$ cat src/rtl/mw_host_pkg.sv
package mw_host_pkg;

    typedef enum logic [2:0] {
        OP_READ      = 3'd0,
        OP_WRITE     = 3'd1,
        OP_ERASE     = 3'd2,
        OP_WREN      = 3'd3,
        OP_WRDIS     = 3'd4,
        OP_ERASE_ALL = 3'd5,
        OP_FILL_ALL  = 3'd6
    } mw_cmd_e;

    typedef enum logic [3:0] {
        S_IDLE,
        S_GAP,
        S_TX_LO,
        S_TX_HI,
        S_RX_LO,
        S_RX_HI,
        S_PGAP,
        S_POLL,
        S_DONE
    } mw_state_e;

    function automatic logic [1:0] cmd_opcode(input mw_cmd_e c);
        unique case (c)
            OP_READ:  return 2'b10;
            OP_WRITE: return 2'b01;
            OP_ERASE: return 2'b11;
            default:  return 2'b00;
        endcase
    endfunction

    function automatic logic [1:0] cmd_ctrl(input mw_cmd_e c);
        unique case (c)
            OP_WREN:      return 2'b11;
            OP_ERASE_ALL: return 2'b10;
            OP_FILL_ALL:  return 2'b01;
            default:      return 2'b00;
        endcase
    endfunction

    function automatic logic cmd_has_data(input mw_cmd_e c);
        return (c == OP_WRITE) || (c == OP_FILL_ALL);
    endfunction

    function automatic logic cmd_polls(input mw_cmd_e c);
        return (c == OP_WRITE) || (c == OP_ERASE) ||
               (c == OP_ERASE_ALL) || (c == OP_FILL_ALL);
    endfunction

endpackage

$ cat src/rtl/mw_half_tick.sv
module mw_half_tick #(
    parameter int HALF_DIV = 50
) (
    input  logic clk,
    input  logic rst_n,
    input  logic en,
    output logic tick
);
    localparam int CW = (HALF_DIV > 1) ? $clog2(HALF_DIV) : 1;
    localparam logic [CW-1:0] LAST = CW'(HALF_DIV - 1);

    logic [CW-1:0] cnt_q;

    always_ff @(posedge clk) begin
        if (!rst_n || !en) begin
            cnt_q <= '0;
        end else if (cnt_q == LAST) begin
            cnt_q <= '0;
        end else begin
            cnt_q <= cnt_q + 1'b1;
        end
    end

    assign tick = en && (cnt_q == LAST);
endmodule

$ cat src/rtl/mw_frame_build.sv
module mw_frame_build
    import mw_host_pkg::*;
#(
    parameter int ADDR_W = 10,
    parameter int DATA_W = 16,
    parameter int CNT_W  = 5
) (
    input  logic [2:0]                   op,
    input  logic [ADDR_W-1:0]            addr,
    input  logic [DATA_W-1:0]            wdata,
    output logic [3+ADDR_W+DATA_W-1:0]   frame,
    output logic [CNT_W-1:0]             nbits
);
    localparam int HDR_BITS = 3 + ADDR_W;

    mw_cmd_e             c;
    logic [ADDR_W-1:0]   afield;

    always_comb begin
        c = mw_cmd_e'(op);
        if (cmd_opcode(c) == 2'b00) begin
            afield = {cmd_ctrl(c), {(ADDR_W-2){1'b0}}};
        end else begin
            afield = addr;
        end
        frame = {1'b1, cmd_opcode(c), afield, wdata};
        nbits = cmd_has_data(c) ? CNT_W'(HDR_BITS + DATA_W) : CNT_W'(HDR_BITS);
    end
endmodule

$ cat src/rtl/mw_eeprom_host.sv
module mw_eeprom_host
    import mw_host_pkg::*;
#(
    parameter int ADDR_W     = 10,
    parameter int DATA_W     = 16,
    parameter int HALF_DIV   = 50,
    parameter int POLL_LIMIT = 1000000
) (
    input  logic              clk,
    input  logic              rst_n,
    input  logic              start,
    input  logic [2:0]        cmd_op,
    input  logic [ADDR_W-1:0] cmd_addr,
    input  logic [DATA_W-1:0] cmd_wdata,
    output logic              busy,
    output logic              done,
    output logic              timeout_err,
    output logic [DATA_W-1:0] rd_data,
    output logic              ew_cs,
    output logic              ew_sk,
    output logic              ew_di,
    input  logic              ew_do
);
    localparam int FRAME_W = 3 + ADDR_W + DATA_W;
    localparam int CNT_W   = $clog2(FRAME_W + 1);
    localparam int POLL_W  = $clog2(POLL_LIMIT + 2);
    localparam logic [POLL_W-1:0] POLL_MAX = POLL_W'(POLL_LIMIT);

    mw_state_e            state, state_nx;
    mw_cmd_e              op_q;
    logic [FRAME_W-1:0]   frame_q, frame_new;
    logic [CNT_W-1:0]     left_q, nbits_new;
    logic                 gap_q;
    logic [POLL_W-1:0]    poll_q;
    logic [DATA_W-1:0]    rd_q;
    logic                 err_q;
    logic                 tick;
    logic                 last_bit;

    mw_half_tick #(.HALF_DIV(HALF_DIV)) i_tick (
        .clk  (clk),
        .rst_n(rst_n),
        .en   (state != S_IDLE),
        .tick (tick)
    );

    mw_frame_build #(.ADDR_W(ADDR_W), .DATA_W(DATA_W), .CNT_W(CNT_W)) i_build (
        .op   (cmd_op),
        .addr (cmd_addr),
        .wdata(cmd_wdata),
        .frame(frame_new),
        .nbits(nbits_new)
    );

    assign last_bit = (left_q == CNT_W'(1));

    // state register
    always_ff @(posedge clk) begin
        if (!rst_n) state <= S_IDLE;
        else        state <= state_nx;
    end

    // transitions
    always_comb begin
        state_nx = state;
        unique case (state)
            S_IDLE:  if (start) state_nx = S_GAP;
            S_GAP:   if (tick && gap_q) state_nx = S_TX_LO;
            S_TX_LO: if (tick) state_nx = S_TX_HI;
            S_TX_HI: if (tick) begin
                         if (!last_bit)           state_nx = S_TX_LO;
                         else if (op_q == OP_READ) state_nx = S_RX_LO;
                         else if (cmd_polls(op_q)) state_nx = S_PGAP;
                         else                      state_nx = S_DONE;
                     end
            S_RX_LO: if (tick) state_nx = S_RX_HI;
            S_RX_HI: if (tick) state_nx = last_bit ? S_DONE : S_RX_LO;
            S_PGAP:  if (tick && gap_q) state_nx = S_POLL;
            S_POLL:  if (tick && (ew_do || poll_q >= POLL_MAX)) state_nx = S_DONE;
            S_DONE:  state_nx = S_IDLE;
            default: state_nx = S_IDLE;
        endcase
    end

    // working registers
    always_ff @(posedge clk) begin
        if (!rst_n) begin
            op_q    <= OP_READ;
            frame_q <= '0;
            left_q  <= '0;
            gap_q   <= 1'b0;
            poll_q  <= '0;
            rd_q    <= '0;
            err_q   <= 1'b0;
        end else begin
            unique case (state)
                S_IDLE: if (start) begin
                    op_q    <= mw_cmd_e'(cmd_op);
                    frame_q <= frame_new;
                    left_q  <= nbits_new;
                    gap_q   <= 1'b0;
                    err_q   <= 1'b0;
                end
                S_GAP, S_PGAP: begin
                    if (tick) gap_q <= ~gap_q;
                    poll_q <= '0;
                end
                S_TX_HI: if (tick) begin
                    if (last_bit) begin
                        left_q <= CNT_W'(DATA_W);   // dummy bit dropped here
                    end else begin
                        frame_q <= {frame_q[FRAME_W-2:0], 1'b0};
                        left_q  <= left_q - 1'b1;
                    end
                end
                S_RX_HI: if (tick) begin
                    rd_q   <= {rd_q[DATA_W-2:0], ew_do};
                    left_q <= left_q - 1'b1;
                end
                S_POLL: begin
                    poll_q <= poll_q + 1'b1;
                    if (tick && !ew_do && poll_q >= POLL_MAX) err_q <= 1'b1;
                end
                default: ;
            endcase
        end
    end

    // outputs
    always_comb begin
        ew_cs       = (state == S_TX_LO) || (state == S_TX_HI) ||
                      (state == S_RX_LO) || (state == S_RX_HI) || (state == S_POLL);
        ew_sk       = (state == S_TX_HI) || (state == S_RX_HI);
        ew_di       = ((state == S_TX_LO) || (state == S_TX_HI)) ? frame_q[FRAME_W-1] : 1'b0;
        busy        = (state != S_IDLE);
        done        = (state == S_DONE);
        timeout_err = (state == S_DONE) && err_q;
        rd_data     = rd_q;
    end
endmodule

$ cat config.mk
export PLATFORM = sky130hd
export DESIGN_NAME = mw_eeprom_host
export DESIGN_NICKNAME = d
export VERILOG_FILES = /design/src/rtl/mw_host_pkg.sv /design/src/rtl/mw_half_tick.sv /design/src/rtl/mw_frame_build.sv /design/src/rtl/mw_eeprom_host.sv
export SDC_FILE = /design/constraint.sdc
export NUM_CORES = 1
export LEC_CHECK = 0
export BUFFER_PORTS_ARGS = -buffer_cell sky130_fd_sc_hd__clkbuf_2
export CORE_ASPECT_RATIO = 1.2
export CORE_MARGIN = 5
export CORE_UTILIZATION = 58
export CTS_CLUSTER_SIZE = 25
export DETAILED_ROUTE_END_ITERATION = 8
export GPL_TIMING_DRIVEN = 0
export PLACE_DENSITY = 0.76
export SLEW_MARGIN = 20
export SYNTH_ARGS = -nofsm -noshare
export SYNTH_HDL_FRONTEND = slang
export SYNTH_SLANG_ARGS = --single-unit
export TNS_END_PERCENT = 30
$ cat constraint.sdc
create_clock -name clk -period 2.6 [get_ports clk]
set_clock_uncertainty 0.2 [all_clocks]
set_input_delay 0.39 -clock clk [delete_from_list [all_inputs] [get_ports clk]]
set_output_delay 0.39 -clock clk [all_outputs]
set_load 0.02 [all_outputs]
==> metrics.md <==
| Metric | Value |
|---|---|
| Final ANT Viol Nets | `0` |
| Pin count of the biggest net entering global routing | `15` |
| RSZ-0062 raised after global routing | `false` |
| EDFF count, synth | `0` |
| DRT iter0 DRCs | `170` |
| FF-to-FF setup slack | `0.31 ns` |
| Worst Path Arrival | `1.81 ns` |
| Mux share of post-synthesis cell area | `5.82%` |
| Die Ht | `104 um` |
| Crit-path cells | `nor2b_1 -> o21a_1 -> clkbuf_1 -> clkbuf_2` |
| Routed via count | `3700` |
| Cell Area, Synth | `0.00430 mm2` |
| Gr ovfl total | `0` |
| Worst Setup End Kind | `output pin` |
| Clock Latency Late Sink | `0.36 ns` |
| CTS H-Tree Depth | `3` |
| Area grow syn2layout | `13.1%` |
| Gpl congestion | `0.877` |
| Pin slew with the least headroom to its limit | `0.806 ns` |
| Remaining routing DRC violations | `0` |
| TritonCTS buffer count | `9` |
| Synth area leader | `dfxtp_1` |
| Hold Path Stages | `3` |
| CTS max path bufs | `2` |
| Setup crit start | `state[2]` |
| Adder-Cell Fraction of Synth Area | `2.04%` |
| Worst relative slew slack | `45.5%` |
| Avg WL per Cell | `14.8 um` |
| Final Hold Viols | `0` |
| Status | `finished clean` |
| Reg2Reg Depth | `7` |
| Die footprint | `0.00924 mm2` |
| Reg2reg start | `left_q[0]` |
| Synthesis-stage register bit count | `85` |
| Top cell type's share of synthesized area | `39.6%` |
| Detailed Place HPWL | `6960 um` |
| Post-synthesis sequential area ratio | `39.6%` |
| WL final | `9590 um` |
| Row count | `34` |
| Fill cell count | `659` |
| Final setup fails | `0` |
| Setup bufs post-CTS | `0` |
| Vias in the first global route | `3626` |
| # IOs | `55` |
| Hold Crit Start | `cmd_wdata[0]` |
| Type of the worst setup path | `reg2out` |
| Maximum VDD drop | `0.388 mV` |
| Top_reg_cell synth | `dfxtp_1` |
| Yosys cell types | `61` |
| Crit path required time | `2.01 ns` |
| Initial antenna violation count | `0` |
| Synthesized-area fraction occupied by xor and xnor cells | `2.04%` |
| Final TNS setup | `0 ns` |
| Largest stage delay on the critical path | `0.38 ns` |
| Critical-path top delay cell | `dfxtp_1` |
| Synth Instances | `493` |
| PD cells | `602 mW/mm2` |
| Num Clock Sinks | `85` |
| Starting Density | `59.4%` |
| DIE WIDTH | `88.6 um` |
| Maximum clock frequency | `0.417 GHz` |
| CTS Root Cell | `clkbuf_8` |
| Hold EP | `frame_q[0]` |
| Worst-path clk slew | `0.09 ns` |
| Crit path time final | `2.40 ns` |
| # port buffers | `50` |
| Ys async rst share | `0%` |
| Max Slew Vio Count | `0` |
| Drt via density | `5.70` |
| Synth Area in Simple Gates | `26.6%` |
| Total Routing Usage GR | `22.0%` |
| Post-Syn Area per Cell | `8.72 um2` |
| Yosys warns | `0` |
| Reg2Reg Capture Point | `frame_q[17]` |
| Max-Cap Viols | `0` |
| Hold Buf Count CTS | `0` |
| Post-cts resize count | `0` |
| Synth top area cells | `dfxtp_1, mux2i_1, nand2_1, o211a_1, nand3_1` |
| DRT Pass-1 Iters | `4` |
| Antenna cells | `0` |
| Final period util | `92.1%` |
| CP startpoint kind | `flip-flop` |
| Largest family of logic cells by synthesized area | `simple AND/OR/NAND/NOR gates` |
| Worst hold path type | `in2reg` |
| Share of cells above drive strength 1 | `16.3%` |
| Core area | `0.00723 mm2` |
| Crit path max fanout | `8` |
| Syn nets | `533` |
| CTS tree | `done` |
| First-pass GRT wire length | `16400 um` |
| Compound-Gate Fraction of Synth Area | `18.3%` |
| Nets | `594` |
| Leak | `2.19 nW` |
| Fin Hold WS | `0.0710 ns` |
[worst max path at each step]
stage	cells past startpoint	to	slack, ns
detailed placement	7	frame_q[20]	0.38
global route	7	frame_q[17]	0.09
CTS	4	ew_sk	0.21
finish	4	ew_sk	0.20
global placement	7	frame_q[23]	0.39
floorplan	7	frame_q[1]	0.56
[cell families (layout without fill, tap and decap cells)]
family	after synthesis	count (layout)
AOI/OAI and AO/OA	100	100
xor gates and xnor gates	10	10
adders and majority gates	7	7
buffers and inverters	47	113
DFF	85	85
muxes	25	25
and+or+nand+nor	219	219
[worst max-delay path, delay by kind of cell, from the launching register on]
| kind | cells | cell delay [ns] |
|---|---|---|
| buffers and inverters | 2 | 0.55 |
| flip-flops | 1 | 0.38 |
| AND/OR/NAND/NOR | 1 | 0.32 |
| AO/OA/AOI/OAI | 1 | 0.19 |
[routing by layer]
metal  global-route usage (%)  wire length (um)  vias up
met5                        0                 0        -
li1                         -                 -     1878
met3                     2.61               433       10
met2                     37.4              4880       60
met4                     9.50               141        0
met1                     27.4              4140     1752
[stage by stage]
step	worst slack, ns	cells	total power [mW]	util [%]	cell area (um2)
final	0.205	649	2.93	67.2	4860
after global routing	0.0906	649	3.08	67.2	4860
after CTS	0.212	649	2.94	67.2	4860
after detailed placement	0.380	633	2.00	64.4	4660
after global placement	0.392	633	1.98	64.4	4660
after floorplan	0.558	493	1.86	-	4300
[layout by cell type (no fill, tap or decap), types with 5 or more instances in the layout]
master,Yosys,final
nor3_1,8,8
inv_1,11,11
a221oi_1,9,9
mux2i_1,25,25
clkbuf_1,17,18
o21ai_0,14,14
nor2_1,31,31
nand3_1,32,32
ha_1,7,7
clkbuf_2,0,50
a21boi_0,9,9
and2_1,14,14
o211ai_1,5,5
xor2_1,6,6
nand2_1,64,64
buf_6,5,5
nor3b_1,10,10
o211a_1,17,17
and3_1,7,7
o21a_1,7,7
nor2b_1,25,25
dfxtp_1,85,85
clkbuf_8,0,10
a21oi_1,10,10
nand3b_1,5,5
buf_2,10,10
[layout make-up]
| class | count | area [um2] | share of cell area [%] |
|---|---|---|---|
| well taps | 90 | 113 | 2.32 |
| repair buffers | 50 | 250 | 5.15 |
| clock inverters | 5 | 58.8 | 1.21 |
| inverters | 11 | 41.3 | 0.849 |
| clock buffers | 11 | 141 | 2.91 |
| multi-input cells | 361 | 2360 | 48.5 |
| flip-flops and latches | 85 | 1700 | 35.0 |
| plain buffers | 36 | 196 | 4.04 |
[power breakdown]
group,switching [mW],internal [mW]
registers,0.0523,1.39
clock network,0.485,0.472
logic,0.300,0.229
[Yosys cell counts, types with 4 or more instances]
master and number:
a21boi_0 9, a21oi_1 10, a221oi_1 9, and2_1 14, and3_1 7, buf_2 10, buf_6 5, clkbuf_1 17
dfxtp_1 85, ha_1 7, inv_1 11, mux2i_1 25, nand2_1 64, nand2b_1 4, nand3_1 32, nand3b_1 5
nor2_1 31, nor2b_1 25, nor3_1 8, nor3b_1 10, o211a_1 17, o211ai_1 5, o21a_1 7, o21ai_0 14
xnor2_1 4, xor2_1 6
[flip-flops by register name, summed over array words and instances (netlist names)]
name          flops
frame_q          29
op_q              3
i_tick.cnt_q      6
poll_q           20
rd_data          16
err_q             1
left_q            5
state             4
gap_q             1
Note: power is estimated with default switching activity, not from simulation.
